### src/rtl/synprog_pkg.sv
package synprog_pkg;
  localparam int DEF_REF_W  = 14;
  localparam int DEF_PROG_W = 12;
  localparam int DEF_SWAL_W = 6;
  localparam int DEF_MIN    = 5;

  typedef enum logic {
    SEL_MAIN = 1'b0,
    SEL_REF  = 1'b1
  } dest_e;
endpackage

### src/rtl/synprog_edge.sv
module synprog_edge #(
  parameter int W = 2
) (
  input  logic         clk,
  input  logic         rst,
  input  logic [W-1:0] din,
  output logic [W-1:0] rise
);
  logic [W-1:0] s_q;
  logic [W-1:0] s_d;

  always_ff @(posedge clk) begin
    if (rst) begin
      s_q <= '0;
      s_d <= '0;
    end else begin
      s_q <= din;
      s_d <= s_q;
    end
  end

  genvar gi;
  generate
    for (gi = 0; gi < W; gi++) begin : g_rise
      assign rise[gi] = s_q[gi] & ~s_d[gi];
    end
  endgenerate
endmodule

### src/rtl/synprog_shifter.sv
module synprog_shifter #(
  parameter int W = 19
) (
  input  logic         clk,
  input  logic         rst,
  input  logic         shift_en,
  input  logic         din,
  output logic [W-1:0] sr
);
  always_ff @(posedge clk) begin
    if (rst) sr <= '0;
    else if (shift_en) sr <= {sr[W-2:0], din};
  end
endmodule

### src/rtl/synprog_latches.sv
module synprog_latches
  import synprog_pkg::*;
#(
  parameter int REF_W     = DEF_REF_W,
  parameter int PROG_W    = DEF_PROG_W,
  parameter int SWAL_W    = DEF_SWAL_W,
  parameter int MIN_RATIO = DEF_MIN,
  localparam int WORD_W   = PROG_W + SWAL_W + 1
) (
  input  logic              clk,
  input  logic              rst,
  input  logic              load,
  input  logic [WORD_W-1:0] word,
  output logic [REF_W-1:0]  ref_o,
  output logic [PROG_W-1:0] prog_o,
  output logic [SWAL_W-1:0] swal_o,
  output logic              err_o
);
  localparam logic [REF_W-1:0]  REF_MIN  = REF_W'(MIN_RATIO);
  localparam logic [PROG_W-1:0] PROG_MIN = PROG_W'(MIN_RATIO);

  dest_e             dest;
  logic [REF_W-1:0]  ref_new;
  logic [PROG_W-1:0] prog_new;
  logic [SWAL_W-1:0] swal_new;
  logic              bad_ref;
  logic              bad_prog;

  assign dest     = dest_e'(word[0]);
  assign ref_new  = word[WORD_W-1 -: REF_W];
  assign prog_new = word[WORD_W-1 -: PROG_W];
  assign swal_new = word[SWAL_W:1];
  assign bad_ref  = ref_new < REF_MIN;
  assign bad_prog = prog_new < PROG_MIN;

  always_ff @(posedge clk) begin
    if (rst) begin
      ref_o  <= REF_MIN;
      prog_o <= PROG_MIN;
      swal_o <= '0;
      err_o  <= 1'b0;
    end else if (load) begin
      case (dest)
        SEL_REF: begin
          ref_o <= ref_new;
          err_o <= err_o | bad_ref;
        end
        default: begin
          prog_o <= prog_new;
          swal_o <= swal_new;
          err_o  <= err_o | bad_prog;
        end
      endcase
    end
  end
endmodule

### src/rtl/synth_prog_if.sv
module synth_prog_if
  import synprog_pkg::*;
#(
  parameter int REF_W     = DEF_REF_W,
  parameter int PROG_W    = DEF_PROG_W,
  parameter int SWAL_W    = DEF_SWAL_W,
  parameter int MIN_RATIO = DEF_MIN
) (
  input  logic              clk,
  input  logic              rst,
  input  logic              ser_clk_i,
  input  logic              ser_dat_i,
  input  logic              ser_load_i,
  output logic [REF_W-1:0]  ref_ratio_o,
  output logic [PROG_W-1:0] prog_cnt_o,
  output logic [SWAL_W-1:0] swal_cnt_o,
  output logic              range_err_o
);
  localparam int WORD_W = PROG_W + SWAL_W + 1;

  logic [1:0]        rise;
  logic              dat_q;
  logic              shift_stb;
  logic              load_stb;
  logic [WORD_W-1:0] sr_q;

  synprog_edge #(.W(2)) edge_i (
    .clk  (clk),
    .rst  (rst),
    .din  ({ser_load_i, ser_clk_i}),
    .rise (rise)
  );

  always_ff @(posedge clk) begin
    if (rst) dat_q <= 1'b0;
    else     dat_q <= ser_dat_i;
  end

  assign shift_stb = rise[0];
  assign load_stb  = rise[1];

  synprog_shifter #(.W(WORD_W)) shift_i (
    .clk      (clk),
    .rst      (rst),
    .shift_en (shift_stb),
    .din      (dat_q),
    .sr       (sr_q)
  );

  synprog_latches #(
    .REF_W     (REF_W),
    .PROG_W    (PROG_W),
    .SWAL_W    (SWAL_W),
    .MIN_RATIO (MIN_RATIO)
  ) latch_i (
    .clk    (clk),
    .rst    (rst),
    .load   (load_stb),
    .word   (sr_q),
    .ref_o  (ref_ratio_o),
    .prog_o (prog_cnt_o),
    .swal_o (swal_cnt_o),
    .err_o  (range_err_o)
  );
endmodule

### config.mk
export PLATFORM = sky130hd
export DESIGN_NAME = synth_prog_if
export DESIGN_NICKNAME = d
export VERILOG_FILES = /design/src/rtl/synprog_pkg.sv /design/src/rtl/synprog_edge.sv /design/src/rtl/synprog_shifter.sv /design/src/rtl/synprog_latches.sv /design/src/rtl/synth_prog_if.sv
export SDC_FILE = /design/constraint.sdc
export NUM_CORES = 1
export LEC_CHECK = 0
export ABC_AREA = 1
export BUFFER_PORTS_ARGS = -buffer_cell sky130_fd_sc_hd__buf_4
export CAP_MARGIN = 20
export CORE_AREA = 8 8 71 73
export CTS_CLUSTER_SIZE = 14
export DETAILED_ROUTE_END_ITERATION = 7
export DIE_AREA = 0 0 79 81
export PLACE_DENSITY = 0.8
export SKIP_CTS_REPAIR_TIMING = 1
export SKIP_LAST_GASP = 1
export SYNTH_ARGS = -nofsm -noshare
export SYNTH_HDL_FRONTEND = slang
export SYNTH_SLANG_ARGS = --single-unit
### constraint.sdc
create_clock -name clk -period 1.2 [get_ports clk]
set_input_delay 0.24 -clock clk [delete_from_list [all_inputs] [get_ports clk]]
set_output_delay 0.24 -clock clk [all_outputs]
set_load 0.05 [all_outputs]
# == Word-level counts from Yosys, hierarchy flattened ==
# Cells that the tools add are included.
# word_totals
out_inout_bits,33
word_cells,20
in_bits,5
regBits,57
# classes
bitwise_logic,7
n_lt_le_gt_ge,2
n_mux,1
reduce_logical,2
# ops
cell,count
"14-bit by 3-bit less-than comparator with 1-bit output, second input constant",1
"12-bit by 3-bit less-than comparator with 1-bit output, second input constant",1
2-bit AND reduction,2
1-bit inverter,3
1-bit bitwise AND,2
1-bit OR,2
1-bit 2-to-1 mux,1

# == Longest topological paths before layout ==
# Gate-level depths: netlist of run 1.
# logic_depth
ltp_word,3
mapped_depth,8
mapped_depth_nobuf,7

# == Cells and area by module ==
# A second synthesis of run 1 with hierarchy kept.
# hier_totals
hier_cells,295
area_unflattened_um2,2158.3
# modules_own_cells
mod,seq_area_each_um2,n_inst,cells_per_inst,area_each_um2
synprog_latches,660.6,1,158,1223.7
synprog_shifter,380.4,1,120,787.0
synprog_edge,80.1,1,14,117.6
synth_prog_if,20.0,1,3,30.0

# == Least setup slack after synthesis of run 1 ==
# No wires, ideal clock.
# synth_timing
path_type,reg2reg
start,register edge_i.s_d[1]
end,register latch_i.prog_o[10]
setup_slack_ns,0.226
setup_time_ns,0.119
period_less_slack_ns,0.974
t_arrival_ns,0.856
required_time_ns,1.081
stages_incl_launch_ff,9
path_buffers,1
cell_sequence,dfxtp_1 > inv_1 > nand2_2 > clkinv_2 > nand2_4 > inv_2 > buf_6 > o21ai_1 > a21oi_1
# synth_between
elab_chain_len,3
# synth_lines
item,line_no,text
from (decl),synprog_edge.sv:10,logic [W-1:0] s_d;
from (signal assigned),synprog_edge.sv:18,s_d <= s_q;
1-bit inverter,synprog_edge.sv:25,assign rise[gi] = s_q[gi] & ~s_d[gi];
1-bit bitwise AND,synprog_edge.sv:25,
2-bit AND reduction (no source line),n/a,
to (signal assigned),synprog_latches.sv:49,prog_o <= prog_new;
to (decl),synprog_latches.sv:15,"output logic [PROG_W-1:0] prog_o,"
# No other way between the ends.
# A chain may end at the register's enable or synchronous reset.

# == Final worst setup path of run 1 ==
# layout_timing
start,register latch_i.prog_o[7]
end,output port prog_cnt_o[7]
# layout_rtl
item,line_no,text
to (decl),synth_prog_if.sv:15,"output logic [PROG_W-1:0] prog_cnt_o,"
# No word-level cell between the ends.

==> out/qor.txt, run 1 <==
Status -> finished clean
Critical path buffer and inverter count -> 1
Port buffer count -> 37
Ports -> 38
Initial drt markers -> 222
DR vias/cell -> 5.096
Final Hold Fails -> 0
CP Capture Type -> output pin
Final Cycle Share -> 95.54%
Fmax -> 0.8722 GHz
Total GRT Usage -> 15.12%
First-pass GRT wire length -> 7.479 mm
Syn Std Cell Area -> 2014 sq um
Hold EP -> edge_i.s_q[0]$_SDFF_PP0_
Maximum VDD drop -> 1.332 mV
CP Launch Type -> register
Hpwl dp -> 2.917 mm
Die Area -> 6399 sq um
Filler cells -> 356
Number of global-route vias before repair -> 1,647
WHS Path Cells -> 3
Int Pwr -> 3168 uW
Row cnt -> 23
Initial core utilization -> 51.47%
NumNets Final -> 286
Reg2reg end -> latch_i.ref_o[4]$_SDFFE_PP0P_
Drc violations -> 0
Routed WL -> 4.369 mm
Arr. time, crit path -> 910 ps
Core ar. -> 3914 sq um
Average instance area after synthesis -> 8.359 sq um
Sequential area share after synthesis -> 56.65%
Final setup viols -> 0
Sequential fraction of design power -> 48.5%
CP required -> 960 ps
Rel. slew slack -> 81.25%
Type of the worst setup path -> register to output pin
Hold_sp -> ser_clk_i
Slew @ Worst Pin -> 280.9 ps
Number of cells on the worst reg-to-reg path -> 7
Initial antenna violation count -> 0
#FFs+latches synth -> 57
H-tree levels -> 3
Syn-to-layout area delta -> 25.71%
Vias -> 1,707
Cells after Synth -> 241
Setup Skew -> 3.116 ps
Clock-pin slew on the worst setup and hold paths -> 60 ps
Leakage power -> 0.001101 uW
Clock share of power -> 41.3%
Layout cells sized above 1 -> 26.32%
Placement Cell Area -> 2331 sq um
Slew Viols, Final -> 0
Synth cell types -> 21
Total power density per cell area -> 1661 nW/um^2
Sw Ratio -> 24.67%
Hold WC Path Type -> primary input to register
Tmin final -> 1146 ps
Post-Layout Cell Count -> 335
Placed instance count -> 320
Clock tree sinks -> 57
DRT Pass-1 Iters -> 4
Die Span Y -> 81 microns
Final ANT Viol Nets -> 0
CTS tree -> done
RePlAce Congestion -> 0.8149
Switching power -> 1037 uW
Final Worst Setup Slack -> 53.53 ps
Yosys warns -> 0
Max-Cap Viols -> 0
Clock tree buffer depth -> 2
Diodes inserted -> 0
Grt total ovfl -> 0
Crit-path cells -> buf_4
Largest net degree at the start of global routing -> 34
CP delay by family, top -> flip-flops
Reg-to-reg startpoint -> edge_i.s_d[1]$_SDFF_PP0_
Clock Latency Late Sink -> 330 ps
Reg2reg setup slack -> 140 ps
Slowest-stage cell, CP -> dfxtp_1
Die width -> 79 microns
Design area -> 2532 sq um
Num CTS Buffers -> 9
CP Max Fanout -> 2
Power share of the combinational group -> 10.2%
Root cell of the clock tree -> clkbuf_8
Final total power -> 4206 uW
Place WS -> 79.84 ps
Crit-path max cell delay -> 360 ps
Syn Nets -> 246
RSZ-0062 raised after global routing -> true
Drt wl/cell -> 13.04 microns
## registers in the layout (all words and copies together), names as in the netlist
name	cells
latch_i.prog_o	12
latch_i.ref_o	14
dat_q	1
edge_i.s_d	2
edge_i.s_q	2
latch_i.swal_o	6
shift_i.sr	19
latch_i.err_o	1
## worst max-delay path by stage
stage	cells after the start	endpoint	start	slack (ps)
final	1	prog_cnt_o[7]	latch_i.prog_o[7]$_SDFFE_PP0P_	50
after global routing	7	latch_i.ref_o[4]$_SDFFE_PP0P_	edge_i.s_d[1]$_SDFF_PP0_	-1
after CTS	1	prog_cnt_o[10]	latch_i.prog_o[10]$_SDFFE_PP0P_	50
after detailed placement	7	latch_i.ref_o[6]$_SDFFE_PP0P_	edge_i.s_d[1]$_SDFF_PP0_	80
after global placement	7	latch_i.ref_o[11]$_SDFFE_PP0P_	edge_i.s_d[1]$_SDFF_PP0_	110
after floorplan	8	latch_i.prog_o[10]$_SDFFE_PP0P_	edge_i.s_d[1]$_SDFF_PP0_	230
## cell type report
type	instances	area [sq um]	share of cell area, %
sequential	57	1142	45.11
multi-input combinational	151	709.4	28.01
timing repair buffer	43	347.8	13.74
clock buffer	12	155.1	6.126
inverter	19	75.07	2.964
tap	50	62.56	2.470
clock inverter	3	40.04	1.581
## kinds of logic (layout without fill, tap and decap cells)
family          Yosys count  count (layout)  share of synthesized area (%)
compound gates           77              77                          20.25
buf+inv                  33              77                          8.385
flops                    57              57                          56.65
simple gates             74              74                          14.72
## power groups by stage
stage	clock network (uW)	logic, uW	registers (uW)
floorplan	0	199	2180
global placement	0	423	2080
detailed placement	0	429	2080
CTS	1760	432	2040
global route	1860	468	2050
finish	1740	429	2040
## cell usage after synthesis, drive strengths merged
library cell / count / share of area (%)
clkinv: 1 / 0.25
nor2: 21 / 4.0
nor3: 1 / 0.25
dfxtp: 57 / 57
o21ai: 31 / 8.4
nand2: 50 / 9.9
a21oi: 43 / 11
clkbuf: 2 / 0.37
o211ai: 3 / 1.1
inv: 18 / 3.5
buf: 12 / 4.3
nand3: 2 / 0.50
## stage by stage
step / hold slack, ps / utilization [%] / TNS (ps)
after floorplan: 347.0 / - / 0
after detailed placement: 425.7 / 59.56 / 0
after CTS: 104.1 / 64.55 / 0
after global routing: 136.4 / 64.71 / -0.9850
after global placement: 418.4 / 59.56 / 0
final: 110.0 / 64.71 / 0
## cells in the final DEF, fill, tap and decap left out, drive strengths merged
cell type	n
dfxtp	57
nand2	50
a21oi	43
buf	43
o21ai	31
nor2	21
inv	18
clkbuf	12
clkinv	3
o211ai	3
nand3	2
nor3	1
bufinv	1
## layer usage
layer  share of wire [%]  track usage, %
met1                  40           15.73
met2                  49           24.65
met3                 8.4           5.298
met4                 2.5           12.04
met5                   0               0
No activity file was read; power rests on OpenSTA's default activity.
==> run 2: changes to the inputs <==
--- a/config.mk
+++ b/config.mk
@@ -12,7 +12,7 @@
 export CTS_CLUSTER_SIZE = 14
 export DETAILED_ROUTE_END_ITERATION = 7
 export DIE_AREA = 0 0 79 81
-export PLACE_DENSITY = 0.8
+export PLACE_DENSITY = 0.75
 export SKIP_CTS_REPAIR_TIMING = 1
 export SKIP_LAST_GASP = 1
 export SYNTH_ARGS = -nofsm -noshare
==> run 2 against run 1 <==
Final area is 0.89% lower; count of clock-buffer cells in the layout is 3 higher; sequential power hardly changed; hold slack better by 2.7 ps; utilization is 0.58 points lower; first-iteration DRC count is 59% lower; clock skew hardly changed; worst setup slack better by 24 ps; register-to-register slack worse by 30 ps; sequential share of layout area is 0.35 points higher; critical path depth stayed put; die area stayed put; critical endpoint is now prog_cnt_o[5]; largest cell class unchanged; highest routed layer unchanged.
==> out/qor.txt, run 2 (synthesized netlist as in run 1, its figures left out) <==
Tmin final -> 1122 ps
Layout cells sized above 1 -> 25.35%
CP required -> 960 ps
Die width -> 79 microns
Hold_ws -> 112.7 ps
Final ANT Viol Nets -> 0
Drt wl/cell -> 13.01 microns
Place WS -> 122.6 ps
Hpwl dp -> 3.019 mm
Syn-to-layout area delta -> 24.60%
Diodes inserted -> 0
Clock tree buffer depth -> 2
Clock tree sinks -> 57
Hold WC Path Type -> primary input to register
First-pass GRT wire length -> 7.355 mm
Die Span Y -> 81 microns
Drc violations -> 0
Num CTS Buffers -> 9
Max-Cap Viols -> 0
Final Hold Fails -> 0
Slew @ Worst Pin -> 298.9 ps
Port buffer count -> 37
Setup Skew -> 3.597 ps
Largest net degree at the start of global routing -> 34
Grt total ovfl -> 0
Final Cycle Share -> 93.52%
Commonest non-fill, non-tap cell in the layout -> dfxtp_1
Initial core utilization -> 51.47%
DR vias/cell -> 4.923
Crit-path max cell delay -> 350 ps
Initial antenna violation count -> 0
Slowest-stage cell, CP -> dfxtp_1
CP Launch Type -> register
RSZ-0062 raised after global routing -> false
Final setup viols -> 0
Die Area -> 6399 sq um
Largest register FFs -> 19
Row cnt -> 23
CP Max Fanout -> 2
Status -> finished clean
Routed WL -> 4.398 mm
Ports -> 38
Number of global-route vias before repair -> 1,635
Rel. slew slack -> 80.05%
Critical path buffer and inverter count -> 1
CP delay by family, top -> flip-flops
Arr. time, crit path -> 880 ps
Top Registers -> shift_i.sr (19), latch_i.ref_o (14), latch_i.prog_o (12)
Core ar. -> 3914 sq um
Largest register by flop count -> shift_i.sr
Clock Latency Late Sink -> 330 ps
Crit-path cells -> buf_4
Most frequent cells in the layout -> dfxtp_1 (57), nand2_1 (47), buf_4 (44)
Setup TNS -> 0 ps
Filler cells -> 371
CP Capture Type -> output pin
Maximum VDD drop -> 0.8663 mV
Initial drt markers -> 91
Clock-pin slew on the worst setup and hold paths -> 60 ps
Leakage power -> 0.001078 uW
Root cell of the clock tree -> clkbuf_8
Final Worst Setup Slack -> 77.75 ps
Fmax -> 0.8911 GHz
Type of the worst setup path -> register to output pin
DRT Pass-1 Iters -> 4
H-tree levels -> 3
RePlAce Congestion -> 0.8088
NumNets Final -> 289
Total power density per cell area -> 1567 nW/um^2
Total GRT Usage -> 14.52%
CTS tree -> done
Vias -> 1,664
Slew Viols, Final -> 0
[run 2: path summary, 6_finish.rpt]
path,from,end,slack [ps],cells after the start
max,latch_i.prog_o[5]$_SDFFE_PP0P_,prog_cnt_o[5],80,1
min,ser_load_i,edge_i.s_q[1]$_SDFF_PP0_,110,3
max reg2reg,edge_i.s_d[1]$_SDFF_PP0_,latch_i.prog_o[10]$_SDFFE_PP0P_,110,8
min reg2reg,edge_i.s_q[0]$_SDFF_PP0_,edge_i.s_d[0]$_SDFF_PP0_,430,2
[run 2: routing by layer]
metal | GRT usage (%) | share of wire, %
met4 | 7.778 | 1.9
met3 | 5.629 | 6.1
met1 | 16.33 | 45
met2 | 23.42 | 47
met5 | 0 | 0
[run 2: power by group]
| part | switching [uW] | internal, uW | total, uW | leakage [uW] |
|---|---|---|---|---|
| registers | 58.8 | 1980 | 2040 | 0.000465 |
| clock network | 661 | 798 | 1460 | 0.0000778 |
| logic | 294 | 144 | 437 | 0.000535 |
[run 2: stage by stage]
step           instance area (sq um)  instances  util (%)  power (uW)
3_5_place_dp                    2354        323     60.13        2515
4_1_cts                         2510        338     64.13        3969
2_1_floorplan                   2014        241         -        2379
6_report                        2510        338     64.13        3932
5_1_grt                         2510        338     64.13        4078
3_3_place_gp                    2354        323     60.13        2508
[run 2: worst reg2reg max path, cell delays in order, from the launching register on]
cell and delay (ps):
dfxtp_1 310, inv_1 40, nand2_2 60, clkinv_2 80, nand2_4 70, inv_2 70, buf_12 150, o21ai_1 130
a21oi_1 60
[run 2: area by class of cell]
| class | count | area [sq um] | share of cell area [%] |
|---|---|---|---|
| Timing Repair Buffer | 46 | 370.4 | 14.76 |
| Multi-Input combinational cell | 151 | 704.4 | 28.07 |
| Tap cell | 50 | 62.56 | 2.493 |
| Sequential cell | 57 | 1141 | 45.46 |
| Clock buffer | 15 | 156.4 | 6.231 |
| Inverter | 19 | 75.07 | 2.991 |
==> run 3: changes to the inputs <==
--- a/config.mk
+++ b/config.mk
@@ -9,6 +9,7 @@
 export BUFFER_PORTS_ARGS = -buffer_cell sky130_fd_sc_hd__buf_4
 export CAP_MARGIN = 20
 export CORE_AREA = 8 8 71 73
+export CTS_BUF_LIST = sky130_fd_sc_hd__clkbuf_16
 export CTS_CLUSTER_SIZE = 14
 export DETAILED_ROUTE_END_ITERATION = 7
 export DIE_AREA = 0 0 79 81
@@ -18,3 +19,4 @@
 export SYNTH_ARGS = -nofsm -noshare
 export SYNTH_HDL_FRONTEND = slang
 export SYNTH_SLANG_ARGS = --single-unit
+export TNS_END_PERCENT = 5
==> run 3 against run 2 <==
Critical path depth unchanged; sequential share of layout area decreased by 1.6 points; power increased by 16%; non-clock buffer count unchanged; final area increased by 3.6%; largest cell class unchanged.
==> out/qor.txt, run 3 (synthesized netlist as in run 1, its figures left out) <==
DR vias/cell -> 5.009
Vias -> 1,693
Die Area -> 6399 sq um
Layout cells sized above 1 -> 25.00%
Diodes inserted -> 0
Initial antenna violation count -> 0
Initial drt markers -> 136
Total power density per cell area -> 1749 nW/um^2
Drt wl/cell -> 13.25 microns
Critical path buffer and inverter count -> 1
First-pass GRT wire length -> 7.534 mm
Hold WC Path Type -> primary input to register
Number of global-route vias before repair -> 1,648
Num CTS Buffers -> 9
Drc violations -> 0
Slew Viols, Final -> 0
DRT Pass-1 Iters -> 4
Rel. slew slack -> 80.10%
Final Hold Fails -> 0
Maximum VDD drop -> 1.050 mV
Max-Cap Viols -> 0
Routed WL -> 4.480 mm
Port buffer count -> 37
Arr. time, crit path -> 870 ps
Clock tree sinks -> 57
Met2 Wirelength -> 2.152 mm
Row cnt -> 23
RePlAce Congestion -> 0.8088
Met3 wire len -> 284 microns
Initial core utilization -> 51.47%
Grt total ovfl -> 0
Crit-path cells -> buf_4
Die width -> 79 microns
CP required -> 960 ps
Largest register FFs -> 19
Final total power -> 4549 uW
Hpwl dp -> 3.019 mm
Type of the worst setup path -> register to output pin
Placement Cell Area -> 2354 sq um
Root cell of the clock tree -> clkbuf_16
Syn-to-layout area delta -> 29.13%
Die Span Y -> 81 microns
RSZ-0062 raised after global routing -> false
Slew @ Worst Pin -> 298.0 ps
Most frequent cells in the layout -> dfxtp_1 (57), nand2_1 (47), buf_4 (44)
CP delay by family, top -> flip-flops
Place WS -> 122.6 ps
Setup Skew -> 2.922 ps
Ports -> 38
Clock tree buffer depth -> 2
Final ANT Viol Nets -> 0
Core ar. -> 3914 sq um
Status -> finished clean
Clock-pin slew on the worst setup and hold paths -> 50 ps
Final setup viols -> 0
NumNets Final -> 289
CP Launch Type -> register
Slowest-stage cell, CP -> dfxtp_1
H-tree levels -> 3
Leakage power -> 0.001140 uW
Commonest non-fill, non-tap cell in the layout -> dfxtp_1
Tmin final -> 1109 ps
Total GRT Usage -> 14.84%
Largest net degree at the start of global routing -> 34
Final Cycle Share -> 92.40%
CP Capture Type -> output pin
M1 WL -> 2.003 mm
Design area -> 2601 sq um
Crit-path max cell delay -> 350 ps
Setup TNS -> 0 ps
CP Max Fanout -> 2
Clock Latency Late Sink -> 310 ps
Final Worst Setup Slack -> 91.21 ps
Top Metal Used -> met4
Fmax -> 0.9019 GHz
CTS tree -> done
Largest register by flop count -> shift_i.sr
Top Registers -> shift_i.sr (19), latch_i.ref_o (14), latch_i.prog_o (12)
## run 3: changes by cell type in the layout (fill, tap and decap cells not counted)
cell | before | now
clkbuf_8 | 10 | 0
clkbuf_1 | 5 | 0
clkinv_1 | 0 | 1
inv_1 | 10 | 15
clkbuf_16 | 0 | 9
## run 3: area by class of cell
| type | instances | area, sq um |
|---|---|---|
| fill | 343 | 1313 |
| sequential | 57 | 1141 |
| multi-input combinational | 151 | 704.4 |
| timing repair buffer | 46 | 370.4 |
| clock buffer | 9 | 225.2 |
| inverter | 19 | 75.07 |
| tap | 50 | 62.56 |
| clock inverter | 6 | 22.52 |
## run 3: report_power, final
part / total [uW] / internal [uW] / switching [uW]
logic: 440 / 144 / 297
clock network: 2070 / 1330 / 739
registers: 2040 / 1980 / 58.7
total: 4550 / 3460 / 1090
## run 3: path summary, 6_finish.rpt
path / start / end / slack [ps] / cells past startpoint
hold / removal: ser_clk_i / edge_i.s_q[0]$_SDFF_PP0_ / 130 / 3
hold reg to reg: edge_i.s_q[0]$_SDFF_PP0_ / edge_i.s_d[0]$_SDFF_PP0_ / 430 / 2
setup / recovery: latch_i.prog_o[5]$_SDFFE_PP0P_ / prog_cnt_o[5] / 90 / 1
setup reg to reg: edge_i.s_q[1]$_SDFF_PP0_ / latch_i.prog_o[10]$_SDFFE_PP0P_ / 100 / 7
## run 3: stage by stage
step	instances	utilization, %	hold WS, ps
global route	338	66.46	138.6
finish	338	66.46	126.2
detailed placement	323	60.13	423.2
global placement	323	60.13	417.7
CTS	338	66.46	125.5
floorplan	241	-	347.0
## run 3: metal layers
layer  vias to the layer above  GRT usage [%]
met1                       778          17.31
li1                        870              -
met5                         -              0
met2                        41          23.58
met3                         4          6.291
met4                         0          6.111
## run 3: worst reg2reg max path, cell delays in order, from the launching register on
cell,delay (ps)
dfxtp_1,340
nand2_2,70
clkinv_2,70
nand2_4,50
inv_2,120
buf_12,160
o21ai_1,70
a21oi_1,140
